===== config.mk =====
export PLATFORM = sky130hd
export DESIGN_NAME = pic_cmd_front
export DESIGN_NICKNAME = d
export VERILOG_FILES = /design/src/rtl/pic_front_pkg.sv /design/src/rtl/pic_word_decode.sv /design/src/rtl/pic_init_seq.sv /design/src/rtl/pic_read_mux.sv /design/src/rtl/pic_cmd_front.sv
export SDC_FILE = /design/constraint.sdc
export NUM_CORES = 1
export LEC_CHECK = 0
export ABC_AREA = 1
export BUFFER_PORTS_ARGS = -buffer_cell sky130_fd_sc_hd__buf_2
export CELL_PAD_IN_SITES_DETAIL_PLACEMENT = 1
export CELL_PAD_IN_SITES_GLOBAL_PLACEMENT = 2
export CORE_MARGIN = 2
export CORE_UTILIZATION = 28
export DETAILED_ROUTE_END_ITERATION = 8
export PLACE_DENSITY = 0.95
export SYNTH_ARGS = -nofsm -noshare
export SYNTH_HDL_FRONTEND = slang
export SYNTH_SLANG_ARGS = --single-unit

===== constraint.sdc =====
create_clock -name clk -period 2.87 [get_ports clk]
set_clock_uncertainty 0.05 [all_clocks]
set_input_delay 0.1435 -clock clk [delete_from_list [all_inputs] [get_ports clk]]
set_output_delay 0.1435 -clock clk [all_outputs]
set_load 0.02 [all_outputs]

===== src/rtl/pic_front_pkg.sv =====
package pic_front_pkg;
   typedef enum logic [1:0] {
      STEP_IDLE = 2'd0,
      STEP_BASE = 2'd1,
      STEP_CASC = 2'd2,
      STEP_MODE = 2'd3
   } init_step_e;

   typedef enum logic [1:0] {
      CMD_NONE  = 2'd0,
      CMD_INIT  = 2'd1,
      CMD_EOI   = 2'd2,
      CMD_RDSEL = 2'd3
   } cmd_kind_e;

   localparam logic [2:0] OP_EOI_ANY  = 3'b001;
   localparam logic [2:0] OP_EOI_LINE = 3'b011;
endpackage


===== src/rtl/pic_word_decode.sv =====
module pic_word_decode
   import pic_front_pkg::*;
#(
   parameter int DW = 8,
   localparam int LW = $clog2(DW)
) (
   input  logic          clk,
   input  logic          rst_n,
   input  logic          wr_en,
   input  logic          addr,
   input  logic [DW-1:0] wdata,
   output cmd_kind_e     kind,
   output logic          eoi_pulse,
   output logic          eoi_specific,
   output logic [LW-1:0] eoi_line
);
   logic op_wr;
   logic eoi_any_hit;
   logic eoi_line_hit;

   assign op_wr = wr_en && !addr;

   always_comb begin
      kind = CMD_NONE;
      if (op_wr) begin
         if (wdata[4])
            kind = CMD_INIT;
         else if (wdata[3] == 1'b0)
            kind = CMD_EOI;
         else
            kind = CMD_RDSEL;
      end
   end

   assign eoi_any_hit  = (kind == CMD_EOI) && (wdata[7:5] == OP_EOI_ANY);
   assign eoi_line_hit = (kind == CMD_EOI) && (wdata[7:5] == OP_EOI_LINE);

   always_ff @(posedge clk or negedge rst_n) begin
      if (!rst_n) begin
         eoi_pulse    <= 1'b0;
         eoi_specific <= 1'b0;
         eoi_line     <= '0;
      end else begin
         eoi_pulse    <= eoi_any_hit || eoi_line_hit;
         eoi_specific <= eoi_line_hit;
         if (eoi_line_hit)
            eoi_line <= wdata[LW-1:0];
      end
   end


   eoi_src_chk: assert property (@(posedge clk) disable iff (!rst_n)
      eoi_pulse |-> $past(wr_en && !addr && !wdata[4] && !wdata[3]));

   eoi_line_chk: assert property (@(posedge clk) disable iff (!rst_n)
      (op_wr && wdata[7:3] == 5'b01100) |=> (eoi_pulse && eoi_specific && eoi_line == $past(wdata[LW-1:0])));
endmodule


===== src/rtl/pic_init_seq.sv =====
module pic_init_seq
   import pic_front_pkg::*;
#(
   parameter int DW = 8,
   parameter int ID_W = 3
) (
   input  logic          clk,
   input  logic          rst_n,
   input  logic          is_master,
   input  cmd_kind_e     kind,
   input  logic          cfg_wr,
   input  logic [DW-1:0] wdata,
   output init_step_e    step,
   output logic [DW-1:0] mask_q,
   output logic [DW-1:0] vec_base,
   output logic [DW-1:0] casc_bits,
   output logic          auto_eoi,
   output logic          edge_mode,
   output logic          read_req
);
   logic cascade_q;
   logic want_mode_q;

   always_ff @(posedge clk or negedge rst_n) begin
      if (!rst_n) begin
         step        <= STEP_IDLE;
         mask_q      <= '0;
         vec_base    <= '0;
         casc_bits   <= '0;
         auto_eoi    <= 1'b0;
         edge_mode   <= 1'b0;
         read_req    <= 1'b1;
         cascade_q   <= 1'b0;
         want_mode_q <= 1'b0;
      end else if (kind == CMD_INIT) begin
         mask_q      <= '0;
         edge_mode   <= wdata[3];
         cascade_q   <= !wdata[1];
         want_mode_q <= wdata[0];
         if (!wdata[0])
            auto_eoi <= 1'b0;
         step <= STEP_BASE;
      end else if (kind == CMD_RDSEL) begin
         if (wdata[1])
            read_req <= wdata[0];
      end else if (cfg_wr) begin
         unique case (step)
            STEP_IDLE: mask_q <= wdata;
            STEP_BASE: begin
               vec_base <= {wdata[DW-1:ID_W], {ID_W{1'b0}}};
               if (cascade_q)
                  step <= STEP_CASC;
               else begin
                  casc_bits <= '0;
                  step      <= STEP_IDLE;
               end
            end
            STEP_CASC: begin
               casc_bits <= is_master ? wdata : {{(DW-ID_W){1'b0}}, wdata[ID_W-1:0]};
               step      <= want_mode_q ? STEP_MODE : STEP_IDLE;
            end
            STEP_MODE: begin
               auto_eoi <= wdata[1];
               step     <= STEP_IDLE;
            end
            default: step <= STEP_IDLE;
         endcase
      end
   end


   init_entry_chk: assert property (@(posedge clk) disable iff (!rst_n)
      (kind == CMD_INIT) |=> (step == STEP_BASE && mask_q == '0));

   mask_load_chk: assert property (@(posedge clk) disable iff (!rst_n)
      (cfg_wr && kind == CMD_NONE && step == STEP_IDLE) |=> (mask_q == $past(wdata)));

   no_step_jump_chk: assert property (@(posedge clk) disable iff (!rst_n)
      (step == STEP_IDLE) |=> (step == STEP_IDLE || step == STEP_BASE));

   mode_exit_chk: assert property (@(posedge clk) disable iff (!rst_n)
      (cfg_wr && kind == CMD_NONE && step == STEP_MODE) |=> (step == STEP_IDLE && $stable(mask_q)));
endmodule


===== src/rtl/pic_read_mux.sv =====
module pic_read_mux #(
   parameter int DW = 8,
   parameter bit REG_OUT = 1'b0
) (
   input  logic          clk,
   input  logic          rst_n,
   input  logic          rd_en,
   input  logic          addr,
   input  logic          read_req,
   input  logic [DW-1:0] req_vec,
   input  logic [DW-1:0] isr_vec,
   input  logic [DW-1:0] mask_q,
   output logic [DW-1:0] rdata
);
   logic [DW-1:0] sel_d;

   always_comb begin
      if (!rd_en)
         sel_d = '0;
      else if (addr)
         sel_d = mask_q;
      else
         sel_d = read_req ? req_vec : isr_vec;
   end

   generate
      if (REG_OUT) begin : g_reg
         always_ff @(posedge clk or negedge rst_n) begin
            if (!rst_n) rdata <= '0;
            else        rdata <= sel_d;
         end
      end else begin : g_comb
         assign rdata = sel_d;

         mask_read_chk: assert property (@(posedge clk) disable iff (!rst_n)
            (rd_en && addr) |-> (rdata == mask_q));

         idle_read_chk: assert property (@(posedge clk) disable iff (!rst_n)
            !rd_en |-> (rdata == '0));
      end
   endgenerate
endmodule


===== src/rtl/pic_cmd_front.sv =====
module pic_cmd_front
   import pic_front_pkg::*;
#(
   parameter int DW = 8,
   parameter bit REG_RDATA = 1'b0,
   localparam int LW = $clog2(DW)
) (
   input  logic          clk,
   input  logic          rst_n,
   input  logic          is_master,
   input  logic          addr,
   input  logic          wr_en,
   input  logic          rd_en,
   input  logic [DW-1:0] wdata,
   input  logic [DW-1:0] req_vec,
   input  logic [DW-1:0] isr_vec,
   output logic [DW-1:0] rdata,
   output logic [DW-1:0] mask_q,
   output logic [DW-1:0] vec_base,
   output logic [DW-1:0] casc_bits,
   output logic          auto_eoi,
   output logic          edge_mode,
   output logic [1:0]    init_step,
   output logic          eoi_pulse,
   output logic          eoi_specific,
   output logic [LW-1:0] eoi_line
);
   generate
      if (DW != 8) begin : g_bad_width
         $error("pic_cmd_front: command byte layout needs DW == 8");
      end
   endgenerate

   cmd_kind_e  kind;
   init_step_e step;
   logic       read_req;
   logic       cfg_wr;

   assign cfg_wr    = wr_en && addr;
   assign init_step = step;

   pic_word_decode #(.DW(DW)) u_decode (
      .clk, .rst_n, .wr_en, .addr, .wdata,
      .kind, .eoi_pulse, .eoi_specific, .eoi_line
   );

   pic_init_seq #(.DW(DW), .ID_W(LW)) u_seq (
      .clk, .rst_n, .is_master, .kind, .cfg_wr, .wdata,
      .step, .mask_q, .vec_base, .casc_bits, .auto_eoi, .edge_mode, .read_req
   );

   pic_read_mux #(.DW(DW), .REG_OUT(REG_RDATA)) u_rd (
      .clk, .rst_n, .rd_en, .addr, .read_req, .req_vec, .isr_vec, .mask_q, .rdata
   );


   short_init_chk: assert property (@(posedge clk) disable iff (!rst_n)
      (wr_en && !addr && wdata[4] && !wdata[0]) |=> !auto_eoi);
endmodule


Word-level counts from Yosys, hierarchy flattened
Cells that the tools add are included.

Bits in registers: 33.

Equal/unequal tests: 11. Muxes and demuxes: 24. Bitwise gates (word level): 2. Reduce and logical (&&, ||, !) cells: 19.

Operator list (count): $mux W8 (9); $pmux W8 S2 (1); $mux W2 (7); $reduce_and A3 Y1 (3); $eq A2 B2 Y1 const B (4); $reduce_and A4 Y1 (2); $reduce_bool A2 Y1 (4); $mux W1 (6); $pmux W2 S3 (1); $reduce_and A5 Y1 (1); $eq A2 B1 Y1 const B (2); $logic_and A1 B1 Y1 (4); $ne A2 B2 Y1 const B (2); $reduce_bool A4 Y1 (1); $eq A3 B1 Y1 const B (1); $eq A3 B2 Y1 const B (1); $logic_not A1 Y1 (2); $logic_not A2 Y1 (1); $ne A2 B1 Y1 const B (1); $not A1 Y1 (2); $logic_or A1 B1 Y1 (1).

Depth between registers and ports, before layout
Depth after elaboration: 6. Gate-level depth with buffers: 7.

Modules after synthesis
From an unflattened synthesis, not the netlist that was laid out.

Cells, all modules: 246. Area, all modules: 1944.4 um^2.

Modules (own cells, without submodules): pic_init_seq (instances 1, cells an instance 153, area an instance 1411.4 um^2, sequential area each 701.9 um^2); pic_word_decode (instances 1, cells an instance 31, area an instance 269.0 um^2, sequential area each 125.1 um^2); pic_read_mux (instances 1, cells an instance 60, area an instance 256.5 um^2, sequential area each 0.0 um^2); pic_cmd_front (instances 1, cells an instance 2, area an instance 7.5 um^2, sequential area each 0.0 um^2).

Least setup slack after synthesis
Ideal clock, no wire load.

Kind: flip-flop to flip-flop. From: reg u_seq.step[0]. To: reg u_seq.step[1]. Arrival time: 1350 ps. Required time: 2755 ps. Setup slack: 1405 ps. Stages on the path, launching flop included: 8. Buffers on the path: 0. Clock period less this slack: 1465 ps. Path through: dfrtp_1 -> inv_1 -> ha_1 -> nor2_1 -> nand2_1 -> a21oi_1 -> nand2_1 -> nand2_1.

Cells in the longest elaborated chain, start to end: 5.

RTL lines: start, declared (RTL line pic_init_seq.sv:13) `output init_step_e step,`; start signal, assigned (RTL line pic_init_seq.sv:60) `step <= want_mode_q ? STEP_MODE : STEP_IDLE;`; $eq A2 B2 Y1 / $eq A2 B1 Y1 (equally long branches) (RTL line pic_init_seq.sv:47) `unique case (step)`; $pmux W2 S3 (RTL line pic_init_seq.sv:47); $mux W2 (RTL line pic_init_seq.sv:46) `end else if (cfg_wr) begin`; $mux W2 (RTL line pic_init_seq.sv:43) `end else if (kind == CMD_RDSEL) begin`; $mux W2 (RTL line pic_init_seq.sv:35) `end else if (kind == CMD_INIT) begin`.

Parallel ways exist; a longest one is shown, timed or not. The select of a mux whose other input is x is not followed. A chain may end at the register's enable or synchronous reset.

Worst setup path in the final report
From: reg u_seq.read_req. To: out rdata[3].

Cells in the longest elaborated chain, start to end: 3.

RTL lines: start, declared (RTL line pic_init_seq.sv:19) `output logic read_req`; start signal, assigned (RTL line pic_init_seq.sv:45) `read_req <= wdata[0];`; $mux W8 (RTL line pic_read_mux.sv:23) `sel_d = read_req ? req_vec : isr_vec;`; $mux W8 (RTL line pic_read_mux.sv:20) `else if (addr)`; $mux W8 (RTL line pic_read_mux.sv:18) `if (!rd_en)`; end, declared (RTL line pic_cmd_front.sv:17) `output logic [DW-1:0] rdata,`.

Every way passes these cells.

==> summary.txt <==
Status
  – Status: complete, no violations

Synth
  – Netlist cell types: 23
  – Syn avg cell area: 7.59 um^2
  – Yosys warns: 0
  – Gate Count Post-Synth: 242
  – Flops & latches, synth: 33
  – Cell Area, Synth: 0.00184 mm^2
  – Seq/Total Area, Yosys: 0.450

Setup path
  – CP Capture Type: output port
  – Critical path class: reg -> out
  – CP max FO: 17
  – Startpoint types: register
  – CP required: 2.68 ns
  – Worst EP arrival: 1.48 ns

Layout
  – Area delta synth->final: 28.0%
  – Footprint of the multi-input gates: 831 um^2
  – Post-route cell area: 0.00235 mm^2
  – Register area: 827 um^2
  – ANT cells: 0
  – Fillers: 818
  – Share of cells above drive strength 1: 0.307
  – Final nets: 346
  – Final non-filler cell total: 390

Routing
  – First-pass DRT Iterations: 4
  – Total wire length: 5130 um
  – Detail Route Antenna Nets: 0
  – Drt drc: 0
  – Vias: 1769
  – Initial DRC Count: 77
  – Number of vias per cell: 4.54
  – Wire per inst: 13.2 um

Place
  – Placed instance area: 0.00222 mm^2
  – GP Congestion: 0.732
  – Inst Count DP: 381
  – Hpwl dp: 3920 um
  – Placement-stage worst setup slack: 1.36 ns
  – Port buffer count: 67

Timing
  – Max Clk Rate: 596 MHz
  – Final worst slack: 1.19 ns
  – Period minus WS final: 1.68 ns
  – Setup violation total in the final timing report: 0
  – RSZ-0062 raised after global routing: false
  – Max Slew Vio Count: 0
  – Slew @ Worst Pin: 0.764 ns
  – Setup TNS: 0 ns
  – Fin. Hold Viols: 0
  – Fin crit share: 0.585
  – Max-slew headroom: 0.491

Clock network
  – Setup bufs post-CTS: 0
  – Maximum root-to-sink buffer count: 2
  – H-tree depth: 2
  – CTS tree: done
  – Cts bufs inserted: 5
  – Root Driver: clkbuf_8
  – Clock Sinks: 33
  – Clk_lat worst skew: 0.28 ns
  – PostCTS Resize Cnt: 0
  – Clk slew on worst S/H paths: 0.07 ns

Global route
  – Global Route Usage Sum: 0.152
  – Number of global-route vias before repair: 1888
  – Largest net degree at the start of global routing: 34
  – Initial antenna violation count: 0
  – Total grt overflow: 0
  – First-pass GRT wire length: 8750 um

Floorplan
  – Die area: 0.00722 mm^2
  – Die Ht: 85.0 um
  – Row count: 29
  – Initial Util: 0.289
  – I/O pins: 71
  – Die width: 85.0 um
  – Core ar.: 0.00635 mm^2

Power and ir drop
  – Peak supply drop: 0.000366 V
  – Pwr Density: 812 mW/mm^2
  – Leakage: 0.00139 uW

Run
  – # Max-Cap Violations: 0

Worst hold path
  – Hold Crit Class: in -> reg
-- cells by family (layout without fill, tap and decap cells) --
logic type	after synthesis	after routing	share of synthesized area
and+or+nand+nor	129	129	0.313
buffers and inverters	42	111	0.101
AOI/OAI and AO/OA	33	33	0.106
DFF	33	33	0.450
adders and majority gates	4	4	0.0272
other	1	3	0.00204
-- layer usage --
metal	GRT usage	wire length (um)	share of wire
met5	0	0	0
met4	0.0390	53	0.010
met3	0.0447	223	0.043
met2	0.263	2560	0.50
met1	0.186	2290	0.45
-- where the power goes --
group	total (uW)	switching [uW]	internal, uW
clock	454	171	283
sequential	693	100	592
combinational	763	513	250
total	1910	784	1130
-- sequential cells by signal, summed over array words and instances (netlist names) --
name / cells
u_decode.eoi_line: 3
u_decode.eoi_pulse: 1
u_decode.eoi_specific: 1
u_seq.auto_eoi: 1
u_seq.casc_bits: 8
u_seq.cascade_q: 1
u_seq.edge_mode: 1
u_seq.mask_q: 8
u_seq.read_req: 1
u_seq.step: 2
u_seq.vec_base: 5
u_seq.want_mode_q: 1
-- critical path: stages, from the launching register on --
cell     delay (ns)
dfstp_2        0.70
o21ai_0        0.13
o21ai_0        0.17
inv_1          0.05
buf_2          0.15
-- cells in the mapped netlist --
library cell	number	area, um^2
clkinv_2	1	5.00
dfstp_2	1	26.3
nor2_4	2	22.5
dfrtp_1	32	801
inv_1	33	124
nor2_2	1	6.26
buf_2	2	10.0
nand2_4	2	22.5
nand4_1	5	31.3
nand3_1	12	60.1
nand2_2	4	25.0
nor2_1	24	90.1
conb_1	1	3.75
inv_4	1	6.26
nand3_2	1	10.0
buf_6	1	11.3
buf_4	4	30.0
nand2_1	77	289
ha_1	4	50.1
nand3_4	1	17.5
o21ai_0	24	120
o21ai_2	8	70.1
a21oi_1	1	5.00
-- what timing repair did --
action	4_1_cts	5_1_grt
endpoints found under the setup margin	0	0
hold buffers	1	0
hold endpoints to repair	32	0
-- metrics by stage --
step	hold WS, ns	power (uW)	util
final	0.0869	1910	0.370
after detailed placement	0.215	1470	0.350
after global routing	0.0822	2070	0.370
after global placement	0.204	1450	0.350
after floorplan	-0.202	1210	-
after CTS	0.0739	1940	0.370
-- worst paths after layout --
kind | start | endpoint | slack, ns | cells past startpoint
min in group asynchronous | rst_n | u_seq.mask_q[4] | 0.41 | 2
hold / removal | wdata[7] | u_seq.casc_bits[7] | 0.09 | 3
hold reg to reg | u_seq.auto_eoi | u_seq.auto_eoi | 0.42 | 2
setup / recovery | u_seq.read_req | rdata[3] | 1.19 | 4
setup reg to reg | u_seq.step[0] | u_seq.step[0] | 1.33 | 7
max in group asynchronous | rst_n | u_seq.mask_q[3] | 1.87 | 2
-- layout make-up --
class,instances,share of cell area
Inverter,35,0.0575
Tap cell,77,0.0410
Clock buffer,7,0.0367
Sequential cell,33,0.352
Clock inverter,1,0.0128
Multi-Input combinational cell,169,0.353
Timing Repair Buffer,68,0.147
-- layout by cell type (no fill, tap or decap), drive strengths merged --
master,instances
o21ai,32
conb,3
inv,34
bufinv,1
nand3,14
dfrtp,32
nand2,83
a21oi,1
nand4,5
clkbuf,7
dlygate4sd3,1
nor2,27
dfstp,1
ha,4
clkinv,1
buf,67
Note: power is estimated with default switching activity, not from simulation.
